**src/rtl/dma_chan_pkg.sv**
```systemverilog
package dma_chan_pkg;

  typedef enum logic [1:0] {
    PH_IDLE  = 2'd0,
    PH_FETCH = 2'd1,
    PH_STORE = 2'd2
  } phase_t;

  localparam logic [2:0] REG_CTRL  = 3'd0;
  localparam logic [2:0] REG_PADDR = 3'd1;
  localparam logic [2:0] REG_MADDR = 3'd2;
  localparam logic [2:0] REG_COUNT = 3'd3;
  localparam logic [2:0] REG_STAT  = 3'd4;

  localparam int CTL_EN  = 0;
  localparam int CTL_DIR = 1;
  localparam int CTL_INC = 2;
  localparam int CTL_IE  = 3;

  // memory pointer after one item
  function automatic logic [31:0] advance_addr(logic [31:0] a, logic inc, int unsigned step);
    return inc ? a + step : a;
  endfunction

  // remaining items after one item, floored at zero
  function automatic logic [31:0] count_after_item(logic [31:0] c);
    return (c == 32'd0) ? 32'd0 : c - 32'd1;
  endfunction

endpackage

```
**src/rtl/dma_chan_regs.sv**
```systemverilog
module dma_chan_regs
  import dma_chan_pkg::*;
#(
  parameter int ADDR_W     = 32,
  parameter int CNT_W      = 16,
  parameter int ITEM_BYTES = 1
) (
  input  logic              clk,
  input  logic              rst_n,
  input  logic              cfg_we,
  input  logic [2:0]        cfg_addr,
  input  logic [31:0]       cfg_wdata,
  output logic [31:0]       cfg_rdata,
  input  logic              item_done_i,
  output logic              en_o,
  output logic              dir_o,
  output logic              inc_o,
  output logic              ie_o,
  output logic [ADDR_W-1:0] paddr_o,
  output logic [ADDR_W-1:0] maddr_o,
  output logic              count_nz_o,
  output logic              done_o
);

  logic              en_q, dir_q, inc_q, ie_q, done_q;
  logic [ADDR_W-1:0] paddr_q, maddr_q;
  logic [CNT_W-1:0]  count_q;

  // named events
  logic wr_ctrl, wr_paddr, wr_maddr, wr_count, wr_clear;
  logic step_item, last_item;
  logic [ADDR_W-1:0] maddr_next;
  logic [CNT_W-1:0]  count_next;

  always_comb begin
    wr_ctrl    = cfg_we && (cfg_addr == REG_CTRL);
    wr_paddr   = cfg_we && (cfg_addr == REG_PADDR) && !en_q;
    wr_maddr   = cfg_we && (cfg_addr == REG_MADDR) && !en_q;
    wr_count   = cfg_we && (cfg_addr == REG_COUNT) && !en_q;
    wr_clear   = cfg_we && (cfg_addr == REG_STAT) && cfg_wdata[0];
    step_item  = item_done_i && (count_q != '0);
    last_item  = item_done_i && (count_q == CNT_W'(1));
    maddr_next = ADDR_W'(advance_addr(32'(maddr_q), inc_q, ITEM_BYTES));
    count_next = CNT_W'(count_after_item(32'(count_q)));
  end

  always_ff @(posedge clk) begin
    if (!rst_n) begin
      en_q    <= 1'b0;
      dir_q   <= 1'b0;
      inc_q   <= 1'b0;
      ie_q    <= 1'b0;
      done_q  <= 1'b0;
      paddr_q <= '0;
      maddr_q <= '0;
      count_q <= '0;
    end else begin
      if (wr_ctrl) begin
        en_q  <= cfg_wdata[CTL_EN];
        dir_q <= cfg_wdata[CTL_DIR];
        inc_q <= cfg_wdata[CTL_INC];
        ie_q  <= cfg_wdata[CTL_IE];
      end
      if (wr_paddr) paddr_q <= cfg_wdata[ADDR_W-1:0];
      if (wr_maddr) maddr_q <= cfg_wdata[ADDR_W-1:0];
      if (wr_count) count_q <= cfg_wdata[CNT_W-1:0];
      if (wr_clear) done_q <= 1'b0;
      if (step_item) begin
        maddr_q <= maddr_next;
        count_q <= count_next;
      end
      if (last_item) begin
        done_q <= 1'b1;
        en_q   <= 1'b0;
      end
    end
  end

  always_comb begin
    case (cfg_addr)
      REG_CTRL:  cfg_rdata = {28'd0, ie_q, inc_q, dir_q, en_q};
      REG_PADDR: cfg_rdata = 32'(paddr_q);
      REG_MADDR: cfg_rdata = 32'(maddr_q);
      REG_COUNT: cfg_rdata = 32'(count_q);
      REG_STAT:  cfg_rdata = {31'd0, done_q};
      default:   cfg_rdata = 32'd0;
    endcase
  end

  assign en_o       = en_q;
  assign dir_o      = dir_q;
  assign inc_o      = inc_q;
  assign ie_o       = ie_q;
  assign paddr_o    = paddr_q;
  assign maddr_o    = maddr_q;
  assign count_nz_o = (count_q != '0);
  assign done_o     = done_q;

  // one item takes exactly one off the count
  assert_count_step_R4: assert property (@(posedge clk) disable iff (!rst_n)
    step_item |=> (count_q == $past(count_q) - CNT_W'(1)));

  // final item leaves the flag set and the channel off
  assert_done_on_last_R6: assert property (@(posedge clk) disable iff (!rst_n)
    last_item |=> (done_q && !en_q));

  // flag holds unless cleared by a write of one
  assert_done_sticky_R8: assert property (@(posedge clk) disable iff (!rst_n)
    (done_q && !wr_clear) |=> done_q);

  // channel setup frozen while enabled, apart from item progress
  assert_setup_frozen_R9: assert property (@(posedge clk) disable iff (!rst_n)
    (en_q && !item_done_i) |=> ($stable(paddr_q) && $stable(maddr_q) && $stable(count_q)));

endmodule

```
**src/rtl/dma_xfer_engine.sv**
```systemverilog
module dma_xfer_engine
  import dma_chan_pkg::*;
#(
  parameter int ADDR_W = 32,
  parameter int DW     = 8
) (
  input  logic              clk,
  input  logic              rst_n,
  input  logic              chan_en_i,
  input  logic              dir_i,
  input  logic              count_nz_i,
  input  logic              dreq_i,
  input  logic [ADDR_W-1:0] paddr_i,
  input  logic [ADDR_W-1:0] maddr_i,
  input  logic              bus_ready_i,
  input  logic [DW-1:0]     bus_rdata_i,
  output logic              bus_req_o,
  output logic [ADDR_W-1:0] bus_addr_o,
  output logic              bus_write_o,
  output logic [DW-1:0]     bus_wdata_o,
  output logic              item_done_o
);

  phase_t            phase_q;
  logic [ADDR_W-1:0] src_q, dst_q;
  logic [DW-1:0]     hold_q;

  // named events
  logic take_req, fetch_ack, store_ack;

  always_comb begin
    take_req  = (phase_q == PH_IDLE) && chan_en_i && count_nz_i && dreq_i;
    fetch_ack = (phase_q == PH_FETCH) && bus_ready_i;
    store_ack = (phase_q == PH_STORE) && bus_ready_i;
  end

  always_ff @(posedge clk) begin
    if (!rst_n) begin
      phase_q <= PH_IDLE;
      src_q   <= '0;
      dst_q   <= '0;
      hold_q  <= '0;
    end else begin
      unique case (phase_q)
        PH_IDLE: if (take_req) begin
          src_q   <= dir_i ? maddr_i : paddr_i;
          dst_q   <= dir_i ? paddr_i : maddr_i;
          phase_q <= PH_FETCH;
        end
        PH_FETCH: if (fetch_ack) begin
          hold_q  <= bus_rdata_i;
          phase_q <= PH_STORE;
        end
        PH_STORE: if (store_ack) phase_q <= PH_IDLE;
        default: phase_q <= PH_IDLE;
      endcase
    end
  end

  always_comb begin
    bus_req_o   = (phase_q != PH_IDLE);
    bus_write_o = (phase_q == PH_STORE);
    bus_addr_o  = (phase_q == PH_STORE) ? dst_q : src_q;
    bus_wdata_o = hold_q;
    item_done_o = store_ack;
  end

  // a quiet bus stays quiet while the channel cannot run
  assert_quiet_when_off_R2: assert property (@(posedge clk) disable iff (!rst_n)
    (!bus_req_o && !(chan_en_i && count_nz_i)) |=> !bus_req_o);

  // an accepted read is followed by a write of the returned data
  assert_read_then_write_R3: assert property (@(posedge clk) disable iff (!rst_n)
    (bus_req_o && !bus_write_o && bus_ready_i) |=>
      (bus_req_o && bus_write_o && (bus_wdata_o == $past(bus_rdata_i))));

  // a pending phase holds steady
  assert_phase_hold_R10: assert property (@(posedge clk) disable iff (!rst_n)
    (bus_req_o && !bus_ready_i) |=>
      (bus_req_o && $stable(bus_addr_o) && $stable(bus_write_o) && $stable(bus_wdata_o)));

endmodule

```
**src/rtl/dma_channel.sv**
```systemverilog
module dma_channel #(
  parameter int ADDR_W     = 32,
  parameter int DW         = 8,
  parameter int CNT_W      = 16,
  parameter int ITEM_BYTES = 1
) (
  input  logic              clk,
  input  logic              rst_n,
  input  logic              cfg_we,
  input  logic [2:0]        cfg_addr,
  input  logic [31:0]       cfg_wdata,
  output logic [31:0]       cfg_rdata,
  input  logic              dreq,
  output logic              bus_req,
  output logic [ADDR_W-1:0] bus_addr,
  output logic              bus_write,
  output logic [DW-1:0]     bus_wdata,
  input  logic [DW-1:0]     bus_rdata,
  input  logic              bus_ready,
  output logic              irq
);

  logic              en, dir, inc, ie, count_nz, done, item_done;
  logic [ADDR_W-1:0] paddr, maddr;

  dma_chan_regs #(
    .ADDR_W(ADDR_W), .CNT_W(CNT_W), .ITEM_BYTES(ITEM_BYTES)
  ) u_regs (
    .clk(clk), .rst_n(rst_n),
    .cfg_we(cfg_we), .cfg_addr(cfg_addr), .cfg_wdata(cfg_wdata), .cfg_rdata(cfg_rdata),
    .item_done_i(item_done),
    .en_o(en), .dir_o(dir), .inc_o(inc), .ie_o(ie),
    .paddr_o(paddr), .maddr_o(maddr), .count_nz_o(count_nz), .done_o(done)
  );

  dma_xfer_engine #(
    .ADDR_W(ADDR_W), .DW(DW)
  ) u_engine (
    .clk(clk), .rst_n(rst_n),
    .chan_en_i(en), .dir_i(dir), .count_nz_i(count_nz), .dreq_i(dreq),
    .paddr_i(paddr), .maddr_i(maddr),
    .bus_ready_i(bus_ready), .bus_rdata_i(bus_rdata),
    .bus_req_o(bus_req), .bus_addr_o(bus_addr), .bus_write_o(bus_write),
    .bus_wdata_o(bus_wdata), .item_done_o(item_done)
  );

  assign irq = done && ie;

  // interrupt only when completion is flagged and allowed
  assert_irq_gated_R7: assert property (@(posedge clk) disable iff (!rst_n)
    irq |-> (cfg_addr != 3'd4 || cfg_rdata[0]));

endmodule

```
**config.mk**
```make
export PLATFORM = sky130hd
export DESIGN_NAME = dma_channel
export DESIGN_NICKNAME = d
export VERILOG_FILES = /design/src/rtl/dma_chan_pkg.sv /design/src/rtl/dma_chan_regs.sv /design/src/rtl/dma_xfer_engine.sv /design/src/rtl/dma_channel.sv
export SDC_FILE = /design/constraint.sdc
export NUM_CORES = 1
export LEC_CHECK = 0
export BUFFER_PORTS_ARGS = -buffer_cell sky130_fd_sc_hd__buf_2
export CAP_MARGIN = 20
export CORE_UTILIZATION = 50
export CTS_CLUSTER_SIZE = 30
export DETAILED_ROUTE_END_ITERATION = 10
export GPL_TIMING_DRIVEN = 1
export HOLD_SLACK_MARGIN = 0.03
export PLACE_DENSITY = 0.81
export SETUP_SLACK_MARGIN = 0.4
export SYNTH_ARGS = -nofsm -noshare
export SYNTH_HDL_FRONTEND = slang
export SYNTH_SLANG_ARGS = --single-unit
export TNS_END_PERCENT = 1
```
**constraint.sdc**
```tcl
create_clock -name clk -period 2.9 [get_ports clk]
set_clock_uncertainty 0.1 [all_clocks]
set_input_delay 0.58 -clock clk [delete_from_list [all_inputs] [get_ports clk]]
set_output_delay 0.58 -clock clk [all_outputs]
set_load 0.03 [all_outputs]
```
# Word-level counts from Yosys, hierarchy flattened
# Index checks and enable logic that the tools add are counted.
# Widths: inputs -> output; s select.
# word_totals
register_bits,159
in_bits,48
out_inout_bits,75
elab_cells,73
# classes
addsub,2
n_eq_ne,11
n_mux,16
n_bitwise,1
n_reduce_logical,31
# op_table
op,n
$mux 32,6
$pmux 32 s5,1
$mux 16,3
$add 32x1->32 const B,1
$logic_and 1x1->1,17
$eq 16x1->1 const B,1
$logic_not 16->1,1
$reduce_bool 16->1,1
$sub 16x1->16 const B,1
$ne 2x1->1 const B,4
$reduce_bool 2->1,4
$eq 3x2->1 const B,2
$mux 2,3
$pmux 2 s3,1
$reduce_and 2->1,3
$eq 3x1->1 const B,1
$eq 3x3->1 const B,1
$logic_not 3->1,1
$reduce_and 3->1,1
$eq 2x1->1 const B,1
$eq 2x2->1 const B,1
$logic_not 2->1,1
$mux 1,2
$reduce_or 2->1,1
2 further kinds,2

# Depth between registers and ports, before layout
# Gate-level depths: netlist of the first run.
# depth
ltp_word,6
mapped_depth,10
ltp_nobuf,7

# Cells and area by module
# A second synthesis of the first run with hierarchy kept.
# unflattened
hier_cells,1030
hier_area_um2,9042.4
# modules_own_cells
module,n_inst,cells_per_inst,area_per_inst_um2,seq_area_each_um2
dma_chan_regs,1,664,5141.2,1701.6
dma_xfer_engine,1,365,3895.0,1481.4
dma_channel,1,1,6.3,0.0

# Worst setup path after synthesis of the first run
# No wires, ideal clock.
# synth_timing
path_type,input -> output
start,input port cfg_addr[1]
end,output port cfg_rdata[10]
t_arrival_ns,1.840
required_time_ns,2.220
setup_slack_ns,0.380
stages,5
path_buffers,2
cell_sequence,buf_2 > clkbuf_1 > mux2_2 > a22oi_1 > nor2_1
# synth_between
elab_chain_len,2
word_cells_on_any_way,6
classes_between,4 x eq/ne; 1 x mux; 1 x reduce/logical
# synth_rtl
element,line_no,rtl
"start, declared",dma_channel.sv:10,"input logic [2:0] cfg_addr,"
"$eq 3x3->1, or another cell as far along",dma_chan_regs.sv:80,case (cfg_addr)
$pmux 32 s5 *,dma_chan_regs.sv:80,
"end, declared",dma_channel.sv:12,"output logic [31:0] cfg_rdata,"
# Mark *: on every way between the ends. The rest lies on a longest branch, timed or not.

# Final worst setup path of the first run
# layout_timing
start,register u_engine.phase_q[1]
end,output port bus_addr[0]
# layout_between
elab_chain_len,2
# layout_rtl
element,line_no,rtl
"start, declared",dma_xfer_engine.sv:24,phase_t phase_q;
"start signal, assigned",dma_xfer_engine.sv:39,phase_q <= PH_IDLE;
"start signal, assigned",dma_xfer_engine.sv:48,phase_q <= PH_FETCH;
"start signal, assigned",dma_xfer_engine.sv:52,phase_q <= PH_STORE;
$eq 2x2->1,dma_xfer_engine.sv:63,bus_addr_o = (phase_q == PH_STORE) ? dst_q : src_q;
$mux 32,dma_xfer_engine.sv:63,
"end, declared",dma_channel.sv:15,"output logic [ADDR_W-1:0] bus_addr,"
# No other way between the ends.

==> impl_results.md, run 1 <==
* Die Span Y at 134 µm
* CTS clk-pin slew, worst paths at 60 ps
* RSZ-0062 raised after global routing: yes
* GRT overflow at 0
* Mean Syn Cell Area at ~8.5 µm²
* Synthesized flop and latch total at 159
* Synth cell types at roughly 70
* Layout cells sized above 1 at 0.250
* Vias in the first global route at a little under 8000
* Fin crit period at 2530 ps
* Commonest non-fill, non-tap cell in the layout: dfxtp_1
* Final Wtd Congestion at 0.951
* Top Layer Used: met4
* Cts bufs inserted at 17
* Root buffer cell: clkbuf_16
* Crit Path Category: flip-flop to output pin
* Critical-path cell list: nor2b_4, buf_12, mux2_2, buf_2
* Synthesis-to-finish area growth at 17.5%
* Worst path bufs/invs at 2
* Setup tns final at 0 ps
* Least-Margin Pin Slew at approximately 1100 ps
* Fmax at 396 MHz
* Total Power at just under 5 mW
* Leakage at between 3 and 4 nW
* Initial antenna violation count at 0
* Post-Route WL at 26000 µm
* CP Launch Type: flip-flop
* Largest net degree at the start of global routing at 70
* Crit path max-delay family: buffers and inverters
* Tot GR Track Use at 0.293
* Commonest non-fill, non-tap cells in the layout: dfxtp_1 (158), buf_2 (121), nand2_1 (112)
* CP arrival at 1850 ps
* Io pins at roughly 120
* # hold bufs at CTS at 0
* Routed wire per std cell at just under 20 µm
* Async S/R FF share, synth at 0
* Detailed Route Iter0 Violations at between 1000 and 1500
* Peak supply drop at 423 µV
* CP max FO at 34
* ANT nets after route at 0
* Clock tree buffer depth at 2
* Crit. End Element: output pin
* # H-tree levels at 4
* Crit-path max cell delay at 390 ps
* Final net count at 1165
* Die width at 134 µm
* DP HPWL at 18000 µm
* Pwr Density at 473 nW/µm²
* Clk Latency, worst-skew pair at 430 ps
* Via-to-Cell Ratio at 6.33
* Clock sinks at 159
* Core box area at 16800 µm²
* Relative slew slack at 0.273
* Count of final hold-check violations at 0
* Final core occ at 0.610
* Met2 wire length at 11300 µm
* DR vias at 8510
* Final Setup Violations at 0
* CTS tree: built
* Register area share after synthesis at 0.366
* Fill cell count at 1437
* Diode count at 0
* Max-cap violation count at 0
* Status: completed
* Met3 WL at around 2700 µm
* DRC at 0
* First-pass GRT wire length at 41400 µm
* Required time of the critical path at 2220 ps
* Post-synth EDFFs at 0
* M1 WL at roughly 11000 µm
* Rows at 47
* DRT Pass-1 Iters at 7
* DIE AREA at 17900 µm²
* Final cycle utilization of the critical path at 0.871
* Mapped Area at between 8000 and 9000 µm²
* Hold crit path type: input pin to flip-flop
* Slowest CP cell: mux2_2
* Net Count, Synth at 1071
* Initial Util at 0.519
* Synth Warn # at 0
* Mapped Cells at 1019
* PortBufs at 122
* Top FF cell, synth: dfxtp_1
* Max Slew Vio Count at 0
## worst min-delay path, stage by stage
cell     delay, ps
buf_2           70
mux2i_1         50
nor2_1          70
## power by group
| group | leakage, nW | switching, mW | internal (mW) |
|---|---|---|---|
| Sequential | 1.29 | 0.0514 | 2.22 |
| Clock | 0.263 | 0.924 | 1.18 |
| Combinational | 2.28 | 0.290 | 0.166 |
| Total | 3.82 | 1.27 | 3.56 |
## what timing repair did
item                                    CTS  global route
pin swaps                                 0             1
buffers inserted                          0             1
cloned                                    0             0
endpoints found under the setup margin   37           115
gates resized for setup                   2             5
## cell families after synthesis
logic type	Yosys count	synth area share
adder cells (fa/ha/maj)	4	0.00576
AO/OA/AOI/OAI	262	0.216
multiplexers	126	0.157
AND/OR/NAND/NOR	353	0.201
flip-flops	159	0.366
buffers and inverters	115	0.0541
## metrics by stage
step	cell area, µm²	worst slack [ps]	hold WS [ps]	instances
after CTS	10200	338	271	1344
after floorplan	8700	380	345	1019
after global placement	9650	298	358	1313
after detailed placement	9650	295	367	1313
final	10200	373	275	1345
after global routing	10200	323	272	1345
## worst paths after layout
kind	from	endpoint	slack [ps]	cells past startpoint
min	bus_rdata[1]	u_engine.bus_wdata_o[1]	270	3
min reg2reg	u_regs.done_o	u_regs.done_o	370	2
max	u_engine.phase_q[1]	bus_addr[0]	370	4
max reg2reg	u_regs.count_q[1]	u_regs.maddr_o[28]	430	8
## layout make-up
type                    count  area, µm²  share of cell area
multi-input cells         745       5070               0.496
flip-flops and latches    159       3190               0.312
repair buffers            173       1070               0.105
clock buffers              18        429              0.0420
well taps                 220        275              0.0269
clock inverters            13        119              0.0116
inverters                  17       66.3             0.00649
## registers in the layout (all words and copies together) (netlist names)
signal and count:
u_regs.ie_o 1, u_regs.inc_o 1, u_regs.dir_o 1, u_engine.dst_q 32, u_engine.phase_q 2, u_regs.done_o 1
u_regs.paddr_o 32, u_regs.count_q 16, u_engine.bus_wdata_o 8, u_engine.src_q 32, u_regs.en_o 1, u_regs.maddr_o 32
## synth_stat cells (5+ instances only)
library cell  count  share of area
dfxtp_1         159           0.37
nand2_1         113          0.049
nor2_1          109          0.047
mux2i_1          76          0.087
a211oi_1         67          0.058
clkbuf_1         66          0.028
a21oi_1          58          0.033
mux2_2           46          0.060
buf_2            26          0.015
a22oi_1          25          0.022
nand3_1          22          0.013
o21ai_0          21          0.012
nor3_1           18          0.010
nor4_1           18          0.013
a22o_1           16          0.016
inv_1            16         0.0069
nand4_1          12         0.0086
and3_1           11         0.0079
o32ai_1          10          0.010
o211ai_1          8         0.0069
a31oi_1           7         0.0050
nor2b_1           7         0.0050
a311oi_1          6         0.0060
o211a_1           6         0.0069
and2_1            5         0.0036
## metal layers
| layer | vias up | GRT usage |
|---|---|---|
| met5 | - | 0 |
| met4 | 0 | 0.113 |
| li1 | 3976 | - |
| met2 | 459 | 0.444 |
| met1 | 4002 | 0.400 |
| met3 | 73 | 0.0692 |
Note: power is estimated with default switching activity, not from simulation.
==> run 2, diff against run 1 <==
--- a/config.mk
+++ b/config.mk
@@ -7,6 +7,7 @@
 export LEC_CHECK = 0
 export BUFFER_PORTS_ARGS = -buffer_cell sky130_fd_sc_hd__buf_2
 export CAP_MARGIN = 20
+export CORE_ASPECT_RATIO = 1.5
 export CORE_UTILIZATION = 50
 export CTS_CLUSTER_SIZE = 30
 export DETAILED_ROUTE_END_ITERATION = 10
==> run 2 against run 1 <==
Compared with the run above: routed wire length rose by 6.8%; largest cell class unchanged; total power rose by 6.4%; sequential power barely moved; cell area rose by 2.1%; non-clock buffer count rose by 11; worst setup slack improved by 25 ps; critical path depth rose by 1; via count rose by 2.7%.
==> impl_results.md, run 2 (synthesis results as in run 1) <==
* DP HPWL at 18600 µm
* Least-Margin Pin Slew at 1110 ps
* Slowest CP cell: dfxtp_2
* CTS tree: built
* GRT overflow at 0
* CTS clk-pin slew, worst paths at 70 ps
* CP startpoint: u_engine.phase_q[1]
* DR vias at 8739
* Critical R2R Launch: u_regs.count_q[1]
* Comb pwr share at 0.090
* DIE AREA at 17900 µm²
* Vias in the first global route at between 8000 and 9000
* Crit Path Category: flip-flop to output pin
* Internal power at ~3.8 mW
* CP Launch Type: flip-flop
* Final cycle utilization of the critical path at 0.863
* First-pass GRT wire length at 42300 µm
* Clock tree buffer depth at 2
* RSZ-0062 raised after global routing: yes
* Post-Route WL at approximately 28000 µm
* Final net count at 1176
* Pwr Density at about 490 nW/µm²
* Commonest non-fill, non-tap cell in the layout: dfxtp_1
* Root buffer cell: clkbuf_16
* Final Wtd Congestion at 0.995
* Total Power at 5.14 mW
* Layout cells sized above 1 at 0.259
* Max Slew Vio Count at 0
* Reg-to-reg endpoint: u_regs.maddr_o[28]
* Final Setup Violations at 0
* Die Span Y at 164 µm
* Leakage at 3.94 nW
* Clk Latency, worst-skew pair at 420 ps
* PortBufs at 122
* R2R cell count at 9
* ANT nets after route at 0
* Diode count at 0
* Synthesis-to-finish area growth at 20.0%
* Crit-path max cell delay at about 350 ps
* DRC at 0
* Worst Setup EP: bus_addr[23]
* Required time of the critical path at 2220 ps
* Switching Fraction at 0.265
* Status: completed
* Core box area at 16900 µm²
* Cts bufs inserted at 17
* Count of final hold-check violations at 0
* CP arrival at 1820 ps
* Hold crit path type: input pin to flip-flop
* Die width at 110 µm
* DRT Pass-1 Iters at 6
* R2R Setup Slk at 470 ps
* Switching power at 1.36 mW
* Largest net degree at the start of global routing at 70
* Max-cap violation count at 0
* # H-tree levels at 4
* Critical-path cell list: nor2b_4, buf_12, clkbuf_16, mux2_2, buf_2
* Via-to-Cell Ratio at 6.49
* Tot GR Track Use at 0.304
* Fin crit period at 2500 ps
* Initial antenna violation count at 0
* Clock sinks at 159
* Io pins at 123
* Setup tns final at 0 ps
* CP max FO at 17
* Rows at just under 60
* Crit. End Element: output pin
* Fmax at between 300 and 400 MHz
* Relative slew slack at 0.257
* Initial Util at 0.514
* Routed wire per std cell at 20.6 µm
* Peak supply drop at 371 µV
* Detailed Route Iter0 Violations at 888
* Commonest non-fill, non-tap cells in the layout: dfxtp_1 (157), buf_2 (121), nand2_1 (113)
* Seq pwr share at 0.442
* Clk pwr share at 0.468
* # hold bufs at CTS at 0
==> run 2: worst min path at each step <==
| stage | end | depth (start not counted) | startpoint |
|---|---|---|---|
| after floorplan | u_regs.done_o | 2 | u_regs.done_o |
| after global placement | u_regs.done_o | 2 | u_regs.done_o |
| after detailed placement | u_regs.done_o | 2 | u_regs.done_o |
| after CTS | u_engine.bus_wdata_o[5] | 3 | bus_rdata[5] |
| after global routing | u_engine.bus_wdata_o[5] | 3 | bus_rdata[5] |
| final | u_engine.bus_wdata_o[5] | 3 | bus_rdata[5] |
==> run 2: worst max-delay path: cells and delay by family, from the launching register on <==
family	cells	cell delay (ps)
buffers and inverters	3	510
DFF	1	350
muxes	1	350
and+or+nand+nor	1	170
==> run 2: what timing repair did <==
item                                    CTS  global route
pin swaps                                 0             1
setup buffers                             0             4
cloned                                    0             4
endpoints found under the setup margin   50           136
gates resized for setup                   1             9
==> run 2: stage by stage <==
stage,cell area (µm²),std cells,hold WS (ps),util,setup WS (ps)
2_1_floorplan,8700,1019,345,-,380
3_3_place_gp,9660,1307,359,0.571,349
3_5_place_dp,9660,1307,373,0.571,296
4_1_cts,10300,1339,284,0.608,292
5_1_grt,10400,1347,285,0.617,344
6_report,10400,1347,285,0.617,398
==> run 2: power groups by stage <==
stage | Combinational, mW | Sequential (mW) | Clock, mW
global placement | 0.435 | 2.31 | 0
global route | 0.493 | 2.27 | 2.52
CTS | 0.445 | 2.27 | 2.43
floorplan | 0.287 | 2.30 | 0
finish | 0.464 | 2.27 | 2.41
detailed placement | 0.442 | 2.32 | 0
==> run 2: area by class of cell <==
class                      count  area (µm²)
sequential                   159        3190
tap                          210         263
multi-input combinational    745        5080
fill                        1478        6470
clock buffer                  18         429
inverter                      17        66.3
clock inverter                14         193
timing repair buffer         184        1220
==> run 2: layer usage <==
| layer | GRT usage | routed length [µm] | part of all wire | vias up |
|---|---|---|---|---|
| li1 | - | - | - | 3991 |
| met1 | 0.364 | 10900 | 0.39 | 4180 |
| met2 | 0.508 | 13400 | 0.48 | 450 |
| met3 | 0.0523 | 2160 | 0.078 | 118 |
| met4 | 0.167 | 1380 | 0.050 | 0 |
| met5 | 0 | 0 | 0 | - |
==> run 3, diff against run 2 <==
==> constraint.sdc (replaced) <==
create_clock -name clk -period 2.4 [get_ports clk]
set_clock_uncertainty 0.1 [all_clocks]
set_input_delay 0.48 -clock clk [delete_from_list [all_inputs] [get_ports clk]]
set_output_delay 0.48 -clock clk [all_outputs]
set_load 0.03 [all_outputs]
==> run 3 against run 2 <==
Compared with the run above: the run now ends with negative setup slack left; via count increased by 7.9%; sequential power rose by 21%; combinational power rose by 70%; die area stayed put; register-to-register slack got worse by 470 ps; largest power group unchanged.
==> impl_results.md, run 3 (synthesis results as in run 1) <==
* Met2 Track Usage GR at 0.573
* Rows at between 50 and 60
* # H-tree levels at 4
* Io pins at ~120
* Diode count at 0
* Hold crit path type: input pin to flip-flop
* Fin crit period at approximately 2400 ps
* Grt met1 use at 0.417
* Critical R2R Launch: u_regs.count_q[10]
* Core box area at 16900 µm²
* GRT overflow at 0
* Final non-filler cell total at 1384
* RSZ-0062 raised after global routing: yes
* Largest net degree at the start of global routing at 70
* Final net count at 1214
* ANT nets after route at 0
* Final Setup Violations at 8
* Die Span Y at 164 µm
* Final instance area at 12500 µm²
* Clock tree buffer depth at 2
* Required time of the critical path at ~1800 ps
* Slowest CP cell: dfxtp_2
* Storage element area at 3230 µm²
* Placed cell area at between 10000 and 15000 µm²
* CP max FO at 8
* Crit Path Category: flip-flop to output pin
* Vias in the first global route at 9056
* Final cycle utilization of the critical path at 1.01
* Max Slew Vio Count at 0
* DP Worst Slack at -224 ps
* Initial Util at 0.514
* Relative slew slack at 0.618
* Total Power at 6.45 mW
* DRC at 0
* Placed insts at around 1300
* Count of final hold-check violations at 0
* Die width at 110 µm
* CP startpoint: u_engine.phase_q[1]
* Least-Margin Pin Slew at 571 ps
* R2R Setup Slk at 0 ps
* Initial antenna violation count at 0
* DRT Pass-1 Iters at 9
* First-pass GRT wire length at roughly 48000 µm
* Clk Latency, worst-skew pair at 430 ps
* CP Launch Type: flip-flop
* Layout cells sized above 1 at 0.440
* CTS tree: built
* Busiest grt layer: met2
* Cts bufs inserted at 17
* Pwr Density at 515 nW/µm²
* Final Wtd Congestion at 0.947
* Failing checks: negative setup slack
* DIE AREA at 17900 µm²
* Met3 Use GR at 0.0690
* Commonest non-fill, non-tap cell in the layout: dfxtp_1
* Peak supply drop at 655 µV
* Tot GR Track Use at 0.352
* DP HPWL at 19500 µm
* Hold_sp: bus_rdata[7]
* Crit-path max cell delay at 330 ps
* Max-cap violation count at 0
* Via-to-Cell Ratio at around 6.8
* CP arrival at approximately 1900 ps
* DR vias at 9428
* PnR worst setup slack at -25.3 ps
* PortBufs at 122
* Worst path most repeated cell: buf_6
* Fmax at 412 MHz
* CTS clk-pin slew, worst paths at 60 ps
* Leakage at 4.60 nW
* Commonest non-fill, non-tap cells in the layout: dfxtp_1 (134), nand2_1 (106), buf_6 (88)
* Critical-path cell list: buf_6, nor2b_4, buf_6, clkbuf_16, mux2_4, buf_6
* Detailed Route Iter0 Violations at 1125
* Synthesis-to-finish area growth at 44.2%
* Crit. End Element: output pin
* Area of the multi-input gates at 6220 µm²
* Clock sinks at 159
* Root buffer cell: clkbuf_16
* Fill cell count at roughly 1100
* Status: complete, but fails checks
* Routed wire per std cell at approximately 24 µm
* Post-Route WL at 33600 µm
-- run 3: cell count changes in the layout (fill, tap and decap cells not counted), moves of 29 or more --
cell,previous run,this run
a211oi_1,67,34
a211oi_2,0,33
buf_2,121,54
buf_6,3,88
mux2_2,46,3
mux2_4,0,43
nor2_1,107,69
nor2_4,0,29
-- run 3: cell type report --
type | instances | share of cell area
clock inverter | 9 | 0.0124
inverter | 17 | 0.00529
clock buffer | 22 | 0.0370
tap | 210 | 0.0210
multi-input combinational | 745 | 0.496
sequential | 159 | 0.258
timing repair buffer | 222 | 0.170
-- run 3: worst paths after layout --
kind,end,cells past startpoint
worst min-delay path,u_engine.bus_wdata_o[7],3
worst max register to register,u_regs.maddr_o[30],8
worst min register to register,u_regs.done_o,2
worst max-delay path,bus_addr[2],6
-- run 3: layer usage --
layer  part of all wire  wire length [µm]  vias to the layer above
li1                   -                 -                     4072
met1               0.35             11700                     4474
met2               0.48             16300                      665
met3              0.097              3260                      217
met4              0.070              2360                        0
met5                  0                 0                        -
-- run 3: what timing repair did --
item                                    in CTS  in global routing
endpoints found under the setup margin     169                161
pin swaps                                  148                151
gates cloned                                 1                  3
buffers inserted                             3                  3
hold buffers                                 0                  0
resized for setup                          292                181
-- run 3: through the flow --
| step | hold WS [ps] | TNS, ps | utilization |
|---|---|---|---|
| 6_report | 172 | -126 | 0.741 |
| 5_1_grt | 177 | -1210 | 0.741 |
| 3_5_place_dp | 368 | -3070 | 0.593 |
| 2_1_floorplan | 345 | 0 | - |
| 3_3_place_gp | 355 | -15590 | 0.593 |
| 4_1_cts | 173 | -456 | 0.697 |
-- run 3: worst max-delay path, delay by kind of cell (launching register included) --
family / cells / cell delay, ps
buffers and inverters: 4 / 590
flip-flops: 1 / 330
multiplexers: 1 / 320
AND/OR/NAND/NOR: 1 / 160
-- run 3: power breakdown --
group	internal [mW]	switching (mW)	total, mW
Combinational	0.313	0.477	0.791
Sequential	2.68	0.0612	2.74
Clock	1.79	1.12	2.92
